File: config.mk
export PLATFORM = sky130hd
export DESIGN_NAME = varfile
export DESIGN_NICKNAME = d
export VERILOG_FILES = /design/src/rtl/varfile_pkg.sv /design/src/rtl/varfile_index.sv /design/src/rtl/varfile_store.sv /design/src/rtl/varfile.sv
export SDC_FILE = /design/constraint.sdc
export NUM_CORES = 1
export LEC_CHECK = 0
export BUFFER_PORTS_ARGS = -buffer_cell sky130_fd_sc_hd__clkbuf_2
export CORE_ASPECT_RATIO = 0.9
export CORE_MARGIN = 8
export CORE_UTILIZATION = 39
export DETAILED_ROUTE_END_ITERATION = 8
export HOLD_SLACK_MARGIN = 0.05
export PLACE_DENSITY_LB_ADDON = 0.15
export SLEW_MARGIN = 20
export SYNTH_ARGS = -nofsm -noshare
export SYNTH_HDL_FRONTEND = slang
export SYNTH_SLANG_ARGS = --single-unit
File: constraint.sdc
create_clock -name clk -period 3.25 [get_ports clk]
set_input_delay 0.325 -clock clk [delete_from_list [all_inputs] [get_ports clk]]
set_output_delay 0.325 -clock clk [all_outputs]
set_load 0.1 [all_outputs]
File: src/rtl/varfile_pkg.sv
package varfile_pkg;

    localparam int VF_DATA_W = 16;
    localparam int VF_IDX_W  = 5;
    localparam int VF_NAME_W = 8;
    localparam int VF_BIAS   = 'h40;

    typedef enum logic [1:0] {
        VF_HOLD       = 2'b00,
        VF_LOAD       = 2'b01,
        VF_WRITE      = 2'b10,
        VF_LOAD_WRITE = 2'b11
    } vf_cmd_e;

    typedef struct packed {
        logic load_idx;
        logic wr_en;
    } vf_ctrl_t;

    function automatic vf_ctrl_t vf_split(input vf_cmd_e c);
        vf_ctrl_t r;
        r.load_idx = (c == VF_LOAD) || (c == VF_LOAD_WRITE);
        r.wr_en    = (c == VF_WRITE) || (c == VF_LOAD_WRITE);
        return r;
    endfunction

endpackage

File: src/rtl/varfile_index.sv
module varfile_index
    import varfile_pkg::*;
#(
    parameter int NAME_W = VF_NAME_W,
    parameter int IDX_W  = VF_IDX_W,
    parameter int BIAS   = VF_BIAS
) (
    input  logic              clk,
    input  logic              rst,
    input  logic              load_idx,
    input  logic [NAME_W-1:0] name_byte,
    output logic [IDX_W-1:0]  index_q
);

    localparam logic [NAME_W-1:0] BIAS_V = NAME_W'(BIAS);

    logic [IDX_W-1:0] decoded;

    // Halve the doubled ASCII code and strip the letter bias; wraps modulo the store size.
    always_comb begin
        decoded = IDX_W'((name_byte >> 1) - BIAS_V);
    end

    always_ff @(posedge clk) begin
        if (rst) begin
            index_q <= '0;
        end else if (load_idx) begin
            index_q <= decoded;
        end
    end

endmodule

File: src/rtl/varfile_store.sv
module varfile_store
    import varfile_pkg::*;
#(
    parameter int DATA_W = VF_DATA_W,
    parameter int IDX_W  = VF_IDX_W
) (
    input  logic              clk,
    input  logic              rst,
    input  logic              wr_en,
    input  logic [IDX_W-1:0]  wr_idx,
    input  logic [DATA_W-1:0] wr_data,
    input  logic [IDX_W-1:0]  rd_idx,
    output logic [DATA_W-1:0] rd_data
);

    localparam int DEPTH = 1 << IDX_W;

    logic [DATA_W-1:0] cells [DEPTH];

    for (genvar e = 0; e < DEPTH; e++) begin : g_cell
        logic hit;
        always_comb hit = wr_en && (wr_idx == IDX_W'(e));
        always_ff @(posedge clk) begin
            if (rst) begin
                cells[e] <= '0;
            end else if (hit) begin
                cells[e] <= wr_data;
            end
        end
    end

    always_comb rd_data = cells[rd_idx];

endmodule

File: src/rtl/varfile.sv
module varfile
    import varfile_pkg::*;
#(
    parameter int DATA_W = VF_DATA_W,
    parameter int IDX_W  = VF_IDX_W,
    parameter int NAME_W = VF_NAME_W,
    parameter int BIAS   = VF_BIAS
) (
    input  logic              clk,
    input  logic              rst,
    input  logic [1:0]        cmd,
    input  logic [NAME_W-1:0] name_byte,
    input  logic [DATA_W-1:0] temp_val,
    output logic [IDX_W-1:0]  index_o,
    output logic [DATA_W-1:0] rd_data
);

    vf_ctrl_t         ctrl;
    logic [IDX_W-1:0] cur_idx;

    always_comb ctrl = vf_split(vf_cmd_e'(cmd));

    varfile_index #(
        .NAME_W (NAME_W),
        .IDX_W  (IDX_W),
        .BIAS   (BIAS)
    ) u_index (
        .clk       (clk),
        .rst       (rst),
        .load_idx  (ctrl.load_idx),
        .name_byte (name_byte),
        .index_q   (cur_idx)
    );

    // The write addresses the index as registered before this edge.
    varfile_store #(
        .DATA_W (DATA_W),
        .IDX_W  (IDX_W)
    ) u_store (
        .clk     (clk),
        .rst     (rst),
        .wr_en   (ctrl.wr_en),
        .wr_idx  (cur_idx),
        .wr_data (temp_val),
        .rd_idx  (cur_idx),
        .rd_data (rd_data)
    );

    always_comb index_o = cur_idx;

endmodule

* Yosys cells after proc, flatten, opt, wreduce, memory -nomap -nowiden
Memory sizes are Yosys's and may differ from the RTL's. A register that Yosys moved wholly into a read port is not among the register bits.
Cells that the tools add are included.
** Storage, ports and cells
- Flip-flop bits (word level) :: 5
- Bits in writable memories :: 512
- Bits of input ports :: 28
- Output and inout bits :: 21
- Logic and storage cells :: 236
- Memories kept :: 1
** Operators by class
- Add/subtract/negate cells :: 1
- Equality and inequality tests :: 34
- Mux-type cells :: 132
- Bitwise operators :: 32
- Reductions and logical operators :: 35
** Memories
- u_store.cells :: depth 32, bits a word 16, read ports 1, clocked after Yosys merged registers in 1, write ports 32, RTL line varfile_store.sv:18 : logic [DATA_W-1:0] cells [DEPTH];
** Operators by type and width (number)
- $mux W16 :: 32
- $mux W1 :: 98
- $eq A5 B5 Y1 const B :: 16
- $eq A5 B4 Y1 const B :: 8
- $logic_and A1 B1 Y1 :: 32
- $or A1 B1 Y1 :: 32
- $eq A5 B3 Y1 const B :: 4
- $eq A5 B2 Y1 const B :: 2
- $mux W5 :: 2
- $eq A5 B1 Y1 const B :: 1
- $logic_not A5 Y1 :: 1
- $sub A5 B1 Y5 const B :: 1
- $eq A2 B2 Y1 const B :: 2
- $eq A2 B1 Y1 const B :: 1
- $logic_or A1 B1 Y1 :: 2

* Longest topological paths before layout
- Depth in word-level cells :: 7
- Gate-level depth with buffers :: 8
- Gate-level depth less buffers :: 5

* Hierarchy
A second synthesis with hierarchy kept.
** Unflattened totals
- Cells, all modules :: 1791
- Area, all modules :: 24229.5 um^2
** Modules (own cells, without submodules)
- varfile_store :: times used 1, cells each 1773, area each 24041.8 um^2, sequential area each 15374.7 um^2
- varfile_index :: times used 1, cells each 16, area each 180.2 um^2, sequential area each 100.1 um^2
- varfile :: times used 1, cells each 2, area each 7.5 um^2, sequential area each 0.0 um^2

* Worst setup path before layout
No wires, ideal clock.
- Path type :: flip-flop to flip-flop
- From :: register u_index.index_q[2]
- To :: memory u_store.cells[23][0] (netlist bit) (enable)
- Library setup time :: 0.392 ns
- Data arrival time :: 2.551 ns
- Data required time :: 2.858 ns
- Slack :: 0.306 ns
- Cell stages (with the launch flop) :: 4
- Buffers on the path :: 0
- Clock period less this slack :: 2.944 ns
- Path through :: dfxtp_1 > and2b_1 > nand3_1 > o21bai_1
** RTL lines
- start: declaration :: RTL line varfile_index.sv:12 : output logic [IDX_W-1:0] index_q
- start signal: assignment :: RTL line varfile_index.sv:28 : index_q <= decoded;
- end: declaration :: RTL line varfile_store.sv:18

==> results.json <==
{
  "cp_slowest_cell": "dfxtp_4",
  "relSlewSlack_pct": 35.3,
  "synth_edf_count": 512,
  "vdd_drop_max_uv": 405,
  "ant_nets": 0,
  "end_kind": "output pin",
  "crit_family": "simple AND/OR/NAND/NOR gates",
  "cts_sinks": 522,
  "fin_util_pct": 45.1,
  "grt_pass1_vias": 14385,
  "pwr-share-clk_pct": 39.3,
  "final_design_area_no_fill_um2": 28100,
  "syn2layout_area_growth_pct": 14.9,
  "cts-root-buf": "clkbuf_16",
  "rows": 87,
  "ys_ff_latch": 522,
  "worst-r2r-setup-slack_ps": 850,
  "netlist_instances": 1795,
  "p_seq_share_pct": 49.0,
  "viasPerCell": 5.23,
  "crit_arrival_ps": 2910,
  "dieArea_um2": 71100,
  "final-max-slew-violation-count": 0,
  "clk_pin_slew_worst_paths_ps": 60,
  "track_usage_pct": 18.3,
  "cts_tree": "yes",
  "syn_nets": 1823,
  "final.setup.tns_ps": 0,
  "crit_chain": "buf_6 > buf_16 > mux2i_1 > a22oi_1 > nand4_1 > nand3_1 > buf_12",
  "dr.pass1.iters": 5,
  "skew_ps": 16.4,
  "initial_utilization_pct": 39.2,
  "route.detailed.drc": 0,
  "crit_type": "reg -> out",
  "synth_cell_types": 30,
  "place_area_um2": 26000,
  "max-cap-violations": 0,
  "status": "completed",
  "synth_area_per_cell_um2": 13.6,
  "seq_area_frac_synth_pct": 63.6,
  "vias": 14349,
  "final_cell_mix": "and2_1, edfxtp_1, mux2i_1",
  "hp-start": "cmd[0]",
  "p_int_mw": 11.8,
  "p_sw_share_pct": 25.2,
  "reg2reg_from": "u_index.index_q[3]$_SDFFE_PP0N_",
  "clkLatencyLatePin_ps": 610,
  "grt_pass1_wl_mm": 96.2,
  "min_path_cells": 3,
  "p_sw_mw": 3.96,
  "grt_antenna_before_repair": 1,
  "r2r_cells": 4,
  "min_path_type": "in -> reg",
  "coreArea_um2": 62400,
  "fmax_ghz": 0.310,
  "p_comb_share_pct": 11.7,
  "synth-async-reset-ratio_pct": 0,
  "synth_ff_type": "edfxtp_1",
  "portBuffers": 45,
  "gp_congestion": 0.793,
  "overflow": 0,
  "htreeDepth": 2,
  "routed_wl_mm": 66.7,
  "detail_route.wl_per_cell_um": 24.3,
  "min_period_ps": 3230,
  "io-pin-count": 49,
  "drt_iter0_markers": 1133,
  "path_depth": 7,
  "dp_hpwl_mm": 40.0,
  "yosysWarnings": 0,
  "hold_violations": 0,
  "drive_above_1_share_pct": 14.9,
  "netlist_area_um2": 24500,
  "hold_end": "u_index.index_q[2]$_SDFFE_PP0N_",
  "finalCritPeriodShare_pct": 99.4,
  "critPathMaxFanout": 27,
  "cpPeakStageDelay_ps": 390,
  "cts_buffers": 56,
  "clockBufferDepth": 3,
  "final_nets": 1875,
  "grt_setup_unrepaired": "no",
  "required_ps": 2920,
  "die_h_um": 254,
  "grt_max_degree": 70,
  "r2r_end": "u_store.cells[23][12]$_SDFFCE_PN0P_",
  "critPathLaunchType": "register",
  "critPathBufInv": 3,
  "powerDensity_nw_per_um2": 559,
  "max_slew.worst_pin.slew_ps": 970,
  "leakage_nw": 10.3,
  "fp.dieW_um": 280,
  "finalSetupViolCount": 0
}
sequential cells by signal, indices dropped and copies added (netlist names), named ones only:
signal and flops:
u_store.cells 512, u_index.index_q 5
tightest hold or removal path: cells and delay by family:
family                 cells  cell delay [ps]
multiplexers               1              110
buffers and inverters      1              170
AND/OR/NAND/NOR            1              120
through the flow:
step	setup WS, ps	instances	total power [mW]	hold slack (ps)
3_3_place_gp	579	2614	9.63	573
2_1_floorplan	306	1795	8.89	499
4_1_cts	4.75	2734	15.8	139
6_report	19.4	2742	15.7	173
3_5_place_dp	537	2614	9.65	582
5_1_grt	12.7	2739	16.2	171
synthesized netlist by cell type, drive strengths merged (4+ instances only):
cell | instances | share of area (%)
nor2 | 40 | 1.6
nand3 | 38 | 0.86
nand4 | 17 | 0.43
o21bai | 32 | 0.98
dfxtp | 10 | 0.82
a22o | 32 | 1.1
nor3 | 16 | 0.33
clkbuf | 89 | 1.4
nand2 | 42 | 0.64
a31oi | 16 | 0.41
a22oi | 64 | 2.0
buf | 69 | 1.8
edfxtp | 512 | 63
mux2i | 261 | 11
and2b | 4 | 0.12
and2 | 513 | 13
a21oi | 32 | 0.65
final cells by class:
type / instances / area [um2]
diodes: 3 / 7.51
fillers: 5597 / 34200
repair buffers: 152 / 1490
flip-flops and latches: 522 / 15600
clock buffers: 74 / 1530
clock inverters: 31 / 231
multi-input cells: 1115 / 8230
well taps: 845 / 1060
how the worst max path moves through the flow:
stage / from / end
final: register / rd_data[4]
after global routing: register / rd_data[9]
after CTS: register / rd_data[13]
after detailed placement: register / rd_data[14]
after global placement: register / rd_data[7]
after floorplan: u_index.index_q[2]$_SDFFE_PP0N_ / u_store.cells[23][0]$_SDFFCE_PN0P_
layer usage:
| layer | track usage (%) | up-vias | wire, um | part of all wire (%) |
|---|---|---|---|---|
| li1 | - | 6587 | - | - |
| met1 | 26.8 | 7218 | 31800 | 48 |
| met2 | 28.4 | 458 | 29600 | 44 |
| met3 | 2.96 | 82 | 4050 | 6.1 |
| met4 | 4.10 | 4 | 1140 | 1.7 |
| met5 | 0.762 | - | 92 | 0.14 |
power groups by stage:
stage          Sequential [mW]  Combinational, mW  Clock (mW)
6_report                  7.72               1.84        6.18
3_5_place_dp              7.86               1.79           0
3_3_place_gp              7.85               1.78           0
2_1_floorplan             7.86               1.03           0
4_1_cts                   7.72               1.82        6.30
5_1_grt                   7.74               1.93        6.52
cell families after synthesis:
kind of cell,share of synthesized area (%)
mux,10.7
buf+inv,3.20
flops,63.6
compound gates,5.15
simple gates,17.3
repair_timing:
| item | 4_1_cts | 5_1_grt |
|---|---|---|
| setup buffers | 8 | 2 |
| hold buffers | 7 | 0 |
| resized for setup | 7 | 15 |
| hold endpoints to repair | 10 | 0 |
| endpoints found under the setup margin | 12 | 11 |
| pin swaps | 0 | 3 |
| cloned | 0 | 3 |
Note: power is estimated with default switching activity, not from simulation.
